### config.mk
export PLATFORM = sky130hd
export DESIGN_NAME = led_ctl_seq
export DESIGN_NICKNAME = d
export VERILOG_FILES = /design/src/rtl/led_seq_pkg.sv /design/src/rtl/led_ctl_regfile.sv /design/src/rtl/led_chan_gate.sv /design/src/rtl/adc_rr_seq.sv /design/src/rtl/led_ctl_seq.sv
export SDC_FILE = /design/constraint.sdc
export NUM_CORES = 1
export LEC_CHECK = 0
export ABC_AREA = 1
export CORE_ASPECT_RATIO = 0.75
export CORE_MARGIN = 2
export CORE_UTILIZATION = 39
export DETAILED_ROUTE_END_ITERATION = 8
export DONT_BUFFER_PORTS = 1
export SLEW_MARGIN = 0
export SYNTH_ARGS = -nofsm -noshare
export SYNTH_HDL_FRONTEND = slang
export SYNTH_SLANG_ARGS = --single-unit
### constraint.sdc
create_clock -name clk -period 1.6 [get_ports clk]
set_clock_uncertainty 0.05 [all_clocks]
set_input_delay 0.16 -clock clk [delete_from_list [all_inputs] [get_ports clk]]
set_output_delay 0.16 -clock clk [all_outputs]
set_load 0.01 [all_outputs]
### src/rtl/led_seq_pkg.sv
package led_seq_pkg;

    localparam int REG_W     = 9;
    localparam int USED_W    = 5;
    localparam int NUM_CH    = 2;
    localparam int NUM_SRC   = 3;
    localparam int SEL_W     = $clog2(NUM_SRC);
    localparam logic [REG_W-1:0] USED_MASK = REG_W'((1 << USED_W) - 1);

    localparam logic [SEL_W-1:0] SRC_THERM = SEL_W'(0);
    localparam logic [SEL_W-1:0] SRC_VOUT1 = SEL_W'(1);
    localparam logic [SEL_W-1:0] SRC_VOUT2 = SEL_W'(2);

    // Field layout matches the bit positions seen by software.
    typedef struct packed {
        logic              therm_smp;   // bit 4
        logic              vout2_smp;   // bit 3
        logic              vout1_smp;   // bit 2
        logic [NUM_CH-1:0] ch_en;       // bits 1..0
    } ctrl_t;

    typedef enum logic {
        SQ_IDLE = 1'b0,
        SQ_CONV = 1'b1
    } seq_st_e;

    function automatic logic [SEL_W-1:0] next_src(input logic [SEL_W-1:0] s);
        if (int'(s) >= NUM_SRC - 1)
            return '0;
        return s + 1'b1;
    endfunction

    // First enabled source at or after origin, cyclic.
    function automatic logic [SEL_W-1:0] pick_src(input logic [NUM_SRC-1:0] mask,
                                                  input logic [SEL_W-1:0]   origin);
        logic [SEL_W-1:0] res;
        logic             found;
        res   = origin;
        found = 1'b0;
        for (int k = 0; k < NUM_SRC; k++) begin
            int idx;
            idx = (int'(origin) + k) % NUM_SRC;
            if (mask[idx] && !found) begin
                res   = SEL_W'(idx);
                found = 1'b1;
            end
        end
        return res;
    endfunction

endpackage

### src/rtl/led_ctl_regfile.sv
module led_ctl_regfile
    import led_seq_pkg::*;
#(
    parameter int                ADDR_W    = 4,
    parameter logic [ADDR_W-1:0] CTRL_ADDR = '0
) (
    input  logic              clk,
    input  logic              rst,
    input  logic              wr_en,
    input  logic [ADDR_W-1:0] wr_addr,
    input  logic [REG_W-1:0]  wr_data,
    input  logic [ADDR_W-1:0] rd_addr,
    output logic [REG_W-1:0]  rd_data,
    output ctrl_t             ctrl_o
);

    logic [REG_W-1:0] reg_q;
    logic             wr_hit;
    logic             rd_hit;

    assign wr_hit = wr_en && (wr_addr == CTRL_ADDR);
    assign rd_hit = (rd_addr == CTRL_ADDR);

    // Reserved bits are masked on the way in so they always hold zero.
    always_ff @(posedge clk) begin
        if (rst)
            reg_q <= '0;
        else if (wr_hit)
            reg_q <= wr_data & USED_MASK;
    end

    assign rd_data = rd_hit ? reg_q : '0;
    assign ctrl_o  = ctrl_t'(reg_q[USED_W-1:0]);

endmodule

### src/rtl/led_chan_gate.sv
module led_chan_gate
    import led_seq_pkg::*;
(
    input  logic [NUM_CH-1:0] ch_en,
    input  logic [NUM_CH-1:0] pwm_in,
    input  logic              bypass_in,
    output logic [NUM_CH-1:0] run_en,
    output logic [NUM_CH-1:0] pulldown_en
);

    for (genvar g = 0; g < NUM_CH; g++) begin : g_ch
        logic eff_en;
        assign eff_en         = bypass_in | ch_en[g];
        assign run_en[g]      = pwm_in[g] & eff_en;
        assign pulldown_en[g] = eff_en;
    end

endmodule

### src/rtl/adc_rr_seq.sv
module adc_rr_seq
    import led_seq_pkg::*;
(
    input  logic               clk,
    input  logic               rst,
    input  logic [NUM_SRC-1:0] smp_mask,
    input  logic               adc_done,
    output logic [SEL_W-1:0]   adc_sel,
    output logic               adc_start
);

    seq_st_e          state_q;
    logic [SEL_W-1:0] sel_q;
    logic             start_q;
    logic             first_q;
    logic             boundary;
    logic             any_en;
    logic [SEL_W-1:0] origin;
    logic [SEL_W-1:0] cand;

    // A done pulse in the start cycle itself is not taken as completion.
    assign boundary = (state_q == SQ_IDLE) || (adc_done && !start_q);
    assign any_en   = |smp_mask;

    always_comb begin
        origin = first_q ? SRC_THERM : next_src(sel_q);
        cand   = pick_src(smp_mask, origin);
    end

    always_ff @(posedge clk) begin
        if (rst) begin
            state_q <= SQ_IDLE;
            sel_q   <= SRC_THERM;
            start_q <= 1'b0;
            first_q <= 1'b1;
        end else begin
            start_q <= 1'b0;
            if (boundary) begin
                if (any_en) begin
                    sel_q   <= cand;
                    start_q <= 1'b1;
                    state_q <= SQ_CONV;
                    first_q <= 1'b0;
                end else begin
                    state_q <= SQ_IDLE;
                end
            end
        end
    end

    assign adc_sel   = sel_q;
    assign adc_start = start_q;

endmodule

### src/rtl/led_ctl_seq.sv
module led_ctl_seq
    import led_seq_pkg::*;
#(
    parameter int                ADDR_W    = 4,
    parameter logic [ADDR_W-1:0] CTRL_ADDR = ADDR_W'(2)
) (
    input  logic              clk,
    input  logic              rst,
    input  logic              wr_en,
    input  logic [ADDR_W-1:0] wr_addr,
    input  logic [8:0]        wr_data,
    input  logic [ADDR_W-1:0] rd_addr,
    output logic [8:0]        rd_data,
    input  logic [1:0]        pwm_in,
    input  logic              bypass_in,
    input  logic              adc_done,
    output logic [1:0]        run_en,
    output logic [1:0]        pulldown_en,
    output logic [1:0]        adc_sel,
    output logic              adc_start
);

    ctrl_t              ctrl_q;
    logic [NUM_SRC-1:0] smp_mask;

    led_ctl_regfile #(
        .ADDR_W    (ADDR_W),
        .CTRL_ADDR (CTRL_ADDR)
    ) u_regs (
        .clk     (clk),
        .rst     (rst),
        .wr_en   (wr_en),
        .wr_addr (wr_addr),
        .wr_data (wr_data),
        .rd_addr (rd_addr),
        .rd_data (rd_data),
        .ctrl_o  (ctrl_q)
    );

    led_chan_gate u_gate (
        .ch_en       (ctrl_q.ch_en),
        .pwm_in      (pwm_in),
        .bypass_in   (bypass_in),
        .run_en      (run_en),
        .pulldown_en (pulldown_en)
    );

    // Mask index equals the source code on adc_sel.
    assign smp_mask = {ctrl_q.vout2_smp, ctrl_q.vout1_smp, ctrl_q.therm_smp};

    adc_rr_seq u_seq (
        .clk       (clk),
        .rst       (rst),
        .smp_mask  (smp_mask),
        .adc_done  (adc_done),
        .adc_sel   (adc_sel),
        .adc_start (adc_start)
    );

endmodule

**After elaboration in Yosys (flattened, before gate mapping)**

Cells that the tools add are included.

- Add/sub/neg operators: 3
- Div/mod/pow operators: 3
- $lt $le $gt $ge: 4
- Equality and inequality tests: 2
- Multiplexer cells: 20
- Bitwise gates (word level): 6
- Reduce and logical (&&, ||, !) cells: 11

Operators with widths:

| kind | number |
|---|---|
| less-than comparator 32 x 4 -> 1 bit (second input constant) | 3 |
| remainder unit 32 x 3 -> 32 bit (second input constant) | 2 |
| remainder unit 3 x 3 -> 32 bit (second input constant) | 1 |
| 2-to-1 mux 2 bit | 6 |
| 2-to-1 mux 1 bit | 10 |
| equality test 4 x 2 -> 1 bit (second input constant) | 2 |
| binary-select mux 1 bit (select 2 bit) | 3 |
| 2-to-1 mux 5 bit | 1 |
| logical AND 1 bit | 4 |
| adder 2 x 1 -> 3 bit (second input constant) | 1 |
| adder 2 x 2 -> 3 bit (second input constant) | 1 |
| logical NOT 1 bit | 3 |
| OR reduction 3 bit | 1 |
| adder 2 x 1 -> 2 bit (second input constant) | 1 |
| AND 1 bit | 2 |
| >= comparator 2 bit (second input constant) | 1 |
| inverter 1 bit | 2 |
| OR 1 bit | 2 |
| AND reduction 2 bit | 1 |
| OR reduction 2 bit | 1 |
| logical OR 1 bit | 1 |

- Register bits: 10
- Logic and storage cells: 54

**Longest topological paths before layout**

- Depth in word-level cells: 15
- Depth in mapped cells: 16
- Depth with buffers taken out: 16

**Hierarchy**

A second synthesis with hierarchy kept.

- Cells, all modules: 141
- Area total of the unflattened synthesis: 844.6 sq um

By module, submodules not included:

| module | instances | cells an instance | area each (sq um) | sequential area each (sq um) |
|---|---|---|---|---|
| adc_rr_seq | 1 | 76 | 452.9 | 100.1 |
| led_ctl_regfile | 1 | 55 | 346.6 | 100.1 |
| led_chan_gate | 1 | 10 | 45.0 | 0.0 |

**Worst setup path after synthesis**

Ideal clock, no wire load.

- Path type: register -> register
- Start point: register u_seq.sel_q[0], in the netlist u_seq.adc_sel[0]
- End point: register u_seq.sel_q[1], in the netlist u_seq.adc_sel[1]
- Setup time: 0.119 ns
- Data arrival time: 1.613 ns
- Data required time: 1.431 ns
- Setup slack: -0.181 ns
- Cell stages (with the launch flop): 17
- Path buffers: 0
- Period minus slack after synthesis: 1.781 ns
- Cell sequence: dfxtp_1 nor2_1 nand2_2 inv_1 ha_1 inv_2 nand2_1 nand2_1 nand2_2 nand2_4 nand3_1 nand2_1 nand2_1 nand2_1 inv_1 nor2_2 nor2_2

- Cells in the longest elaborated chain, start to end: 15
- Elaborated cells on any way between the ends: 28
- Those cells by class: add/sub: 3; div: 3; order compare: 1; mux: 17; reduce/logical: 4

RTL lines:

| item | RTL line | RTL |
|---|---|---|
| start: declaration | adc_rr_seq.sv:13 | `logic [SEL_W-1:0] sel_q;` |
| start signal: assignment | adc_rr_seq.sv:40 | `sel_q <= cand;` |
| >= comparator 2 bit | led_seq_pkg.sv:28 | `if (int'(s) >= NUM_SRC - 1)` |
| 2-to-1 mux 1 bit | led_seq_pkg.sv:28 |  |
| 2-to-1 mux 2 bit (*) | led_seq_pkg.sv:30 | `return s + 1'b1;` |
| 2-to-1 mux 2 bit (*) | adc_rr_seq.sv:26 | `origin = first_q ? SRC_THERM : next_src(sel_q);` |
| parallel branches: the longest is 10 deep, another holds remainder unit 32 x 3 -> 32 bit | -- |  |
| 2-to-1 mux 2 bit (*) | led_seq_pkg.sv:43 | `if (mask[idx] && !found) begin` |

Every way passes the cells marked *. The select of a mux whose other input is x is not followed.
A chain may end at the register's enable or synchronous reset.

**Worst setup path after layout**

Ends and elaborated chain as after synthesis.

==> flow_summary_export.csv <==
group,metric,value,unit
outcome,outcome,"finished with violations",
outcome,violations,"negative setup slack",
synthesis,synth_edf_count,0,
clock_network,clk_latency,0.27,ns
floorplan,num_io_pins,40,
critical_path,crit_start,"u_seq.adc_sel[0]",
drt,viasPerCell,4.73,
critical_path,crit_path_end,"u_seq.adc_sel[1]",
final_layout,utilization,51.3,%
critical_path,r2r-end,"u_seq.adc_sel[1]",
global_routing,grt_pass1_vias,613,
floorplan,dieArea,2290,um2
critical_path,timing.critical_path.mode_cell,"nand2_2",
pwr,ir_drop,473,uV
pwr,p_total,612,uW
final_layout,syn_to_final_growth,21.8,%
drt,drt_wl_total,1.68,mm
min_path,hp-class,"in -> reg",
critical_path,cpMaxStageDelayCell,"dfxtp_4",
critical_path,reg2reg_from,"u_seq.adc_sel[0]",
timing,holdWs,0.0423,ns
synthesis,synth_area_leaders,"dfxtp_1, nand2_1, inv_1",
drt,vias,714,
flow_run,cap_violations,0,
drt,wire_per_inst,11.1,um
clock_network,clockRootBuffer,"clkbuf_4",
timing,finalCritPeriodShare,104,%
synthesis,synth_cell_types,24,
floorplan,die_y,41.9,um
global_routing,grt_remaining_overflow,0,
pwr,net-switching-power,197,uW
global_routing,antenna_found_initial,0,
synthesis,synth_most_common_cell,"nand2_1",
floorplan,start_util,42.1,%
placed_design,gp_congestion,0.763,
critical_path,required,1.71,ns
floorplan,core,1770,um2
critical_path,cp_max_fo,4,
final_layout,n_antenna_cell,0,
critical_path,cp-start-kind,"flop",
timing,slew_violations,0,
global_routing,grt_pass1_wl,2.62,mm
synthesis,yosys_warnings,0,
clock_network,h-tree-depth,1,
synthesis,synthArstFlopShare,0,%
pwr,power.clock.fraction,30.3,%
global_routing,grt_util_all_layers,15.9,%
placed_design,dp_cells,143,
placed_design,hpwlAfterDp,1.32,mm
timing,timing.final.ws_setup,-0.0681,ns
pwr,switching_share,32.3,%
pwr,leakage,0.438,nW
synthesis,avgSynthCellArea,6.38,um2
synthesis,synth_top_area_share,26.8,%
pwr,powerDensity,672,nW/um2
floorplan,fp-row-count,13,
timing,setup_viol,1,
timing,hold_violations,0,
timing,period_needed,1.67,ns
global_routing,grt_max_degree,11,
pwr,p_int,414,uW
final_layout,nets,155,
synthesis,yosys.area.top_type,"dfxtp_1",
critical_path,path_cells,"nor2_4 -> nand2_2 -> inv_2 -> ha_4 -> inv_4 -> o21ai_2 -> nand2_2 -> nand2_2 -> nand2_2 -> inv_2 -> nand2_2 -> nand2_2 -> inv_2 -> nor2_2 -> nor2_2",
pwr,combPwrFrac,25.7,%
critical_path,regToRegSetupSlack,-0.07,ns
critical_path,cp-end-kind,"flop",
drt,antenna_left,0,
synthesis,synth.cell_area,747,um2
synthesis,ys_ff_latch,10,
clock_network,clock-sinks,10,
drt,firstDrtPassIters,4,
drt,route.detailed.drc,0,
timing,fin_tns_setup,-0.0681,ns
floorplan,die_x,54.5,um
pwr,seqPwrFrac,44.0,%
clock_network,cts_made_buffers,3,
placed_design,io_buffers,0,
synthesis,ys.flop_type,"dfxtp_1",
drt,drt_iter0_drc,25,
synthesis,seq_area_frac_synth,26.8,%
final_layout,final_cells,151,
critical_path,r2r_cells,15,
timing,fmax,0.599,GHz
critical_path,cp.arrival,1.78,ns
timing,rsz0062_at_grt,"yes",
synthesis,synth_cells,117,
clock_network,cts_tree,"done",
clock_network,clockBufferDepth,2,
clock_network,clk_pin_slew,0.07,ns
final_layout,drive_gt1_share,37.2,%
synthesis,synth_top_cells_by_count,"nand2_1, inv_1, nor2_1",
critical_path,max_stage_delay,0.37,ns
critical_path,critical_path_class,"reg -> reg",
==> kinds of logic (layout without fill, tap and decap cells) <==
| logic type | Yosys count | count (layout) | synth area share (%) |
|---|---|---|---|
| simple gates | 57 | 57 | 38.9 |
| buf+inv | 28 | 37 | 17.1 |
| compound gates | 20 | 20 | 15.1 |
| other cells | 1 | 4 | 0.502 |
| flops | 10 | 10 | 26.8 |
| fa+ha+maj | 1 | 1 | 1.67 |
==> per-layer routing <==
layer	vias up	track usage (%)	share of wire (%)	wire length [um]
met5	-	0	0	0
met4	0	3.00	0	0
met3	0	6.47	7.2	121
met2	25	22.2	43	722
met1	303	22.7	50	835
li1	386	-	-	-
==> sequential cells by signal, summed over array words and instances, names as in the netlist <==
register         count
u_regs.reg_q         5
u_seq.state_q        1
u_seq.adc_sel        2
u_seq.first_q        1
u_seq.adc_start      1
==> stage by stage <==
step           cell area (um2)  setup slack [ns]
2_1_floorplan              797            0.0101
3_3_place_gp               832           -0.0401
3_5_place_dp               832           -0.0732
4_1_cts                    886           -0.0551
5_1_grt                    910            -0.160
6_report                   910           -0.0681
==> power groups by stage <==
stage / Sequential (mW) / Combinational [mW] / Clock, mW
detailed placement: 0.275 / 0.141 / 0
finish: 0.269 / 0.157 / 0.185
CTS: 0.269 / 0.150 / 0.191
floorplan: 0.275 / 0.119 / 0
global placement: 0.274 / 0.138 / 0
global route: 0.271 / 0.175 / 0.199
==> cell usage in the layout, fill, tap and decap left out <==
master | synthesis | layout
nand2_1 | 23 | 19
inv_1 | 17 | 14
nand2_2 | 7 | 11
nor2_1 | 11 | 10
buf_4 | 6 | 10
o21ai_0 | 9 | 9
dfxtp_1 | 10 | 7
a21oi_1 | 6 | 6
inv_2 | 4 | 5
nand3_2 | 2 | 4
conb_1 | 1 | 4
nor2_2 | 3 | 3
nand4_1 | 3 | 3
clkbuf_4 | 0 | 3
o21a_1 | 2 | 2
inv_4 | 0 | 2
clkinv_1 | 1 | 2
nand3_1 | 4 | 2
o21ai_2 | 1 | 2
dfxtp_4 | 0 | 2
nor2_4 | 0 | 1
nand3b_1 | 1 | 1
nand3_4 | 1 | 1
nor3_1 | 1 | 1
nand2_4 | 1 | 1
a21oi_2 | 1 | 1
ha_4 | 0 | 1
dlygate4sd3_1 | 0 | 1
dfxtp_2 | 0 | 1
==> final cells by class <==
| class | instances | area (um2) |
|---|---|---|
| clock buffers | 3 | 22.5 |
| well taps | 22 | 27.5 |
| multi-input cells | 82 | 474 |
| flip-flops and latches | 10 | 209 |
| clock inverters | 1 | 3.75 |
| fillers | 182 | 863 |
| repair buffers | 11 | 85.1 |
| inverters | 22 | 87.6 |
==> worst min-delay path by stage <==
stage,from,endpoint,cells past startpoint
after floorplan,rst,u_seq.state_q,1
after global placement,rst,u_seq.state_q,1
after detailed placement,rst,u_seq.state_q,1
after CTS,wr_data[1],u_regs.reg_q[1],2
after global routing,wr_data[4],u_regs.reg_q[4],2
final,wr_data[1],u_regs.reg_q[1],2
==> repair_timing <==
| action | 4_1_cts | 5_1_grt |
|---|---|---|
| resized for setup | 2 | 5 |
| endpoints found under the hold margin | 2 | 0 |
| setup endpoints to repair | 2 | 2 |
| pin swaps | 0 | 5 |
| hold buffers | 1 | 0 |
| setup buffers | 1 | 2 |
==> critical path: cells and delay by family (launching register included) <==
| kind | cells | cell delay, ns |
|---|---|---|
| and+or+nand+nor | 9 | 0.63 |
| DFF | 1 | 0.37 |
| buffers and inverters | 4 | 0.23 |
| adders and majority gates | 1 | 0.15 |
| AOI/OAI and AO/OA | 1 | 0.12 |
(Power assumes the default switching activity.)
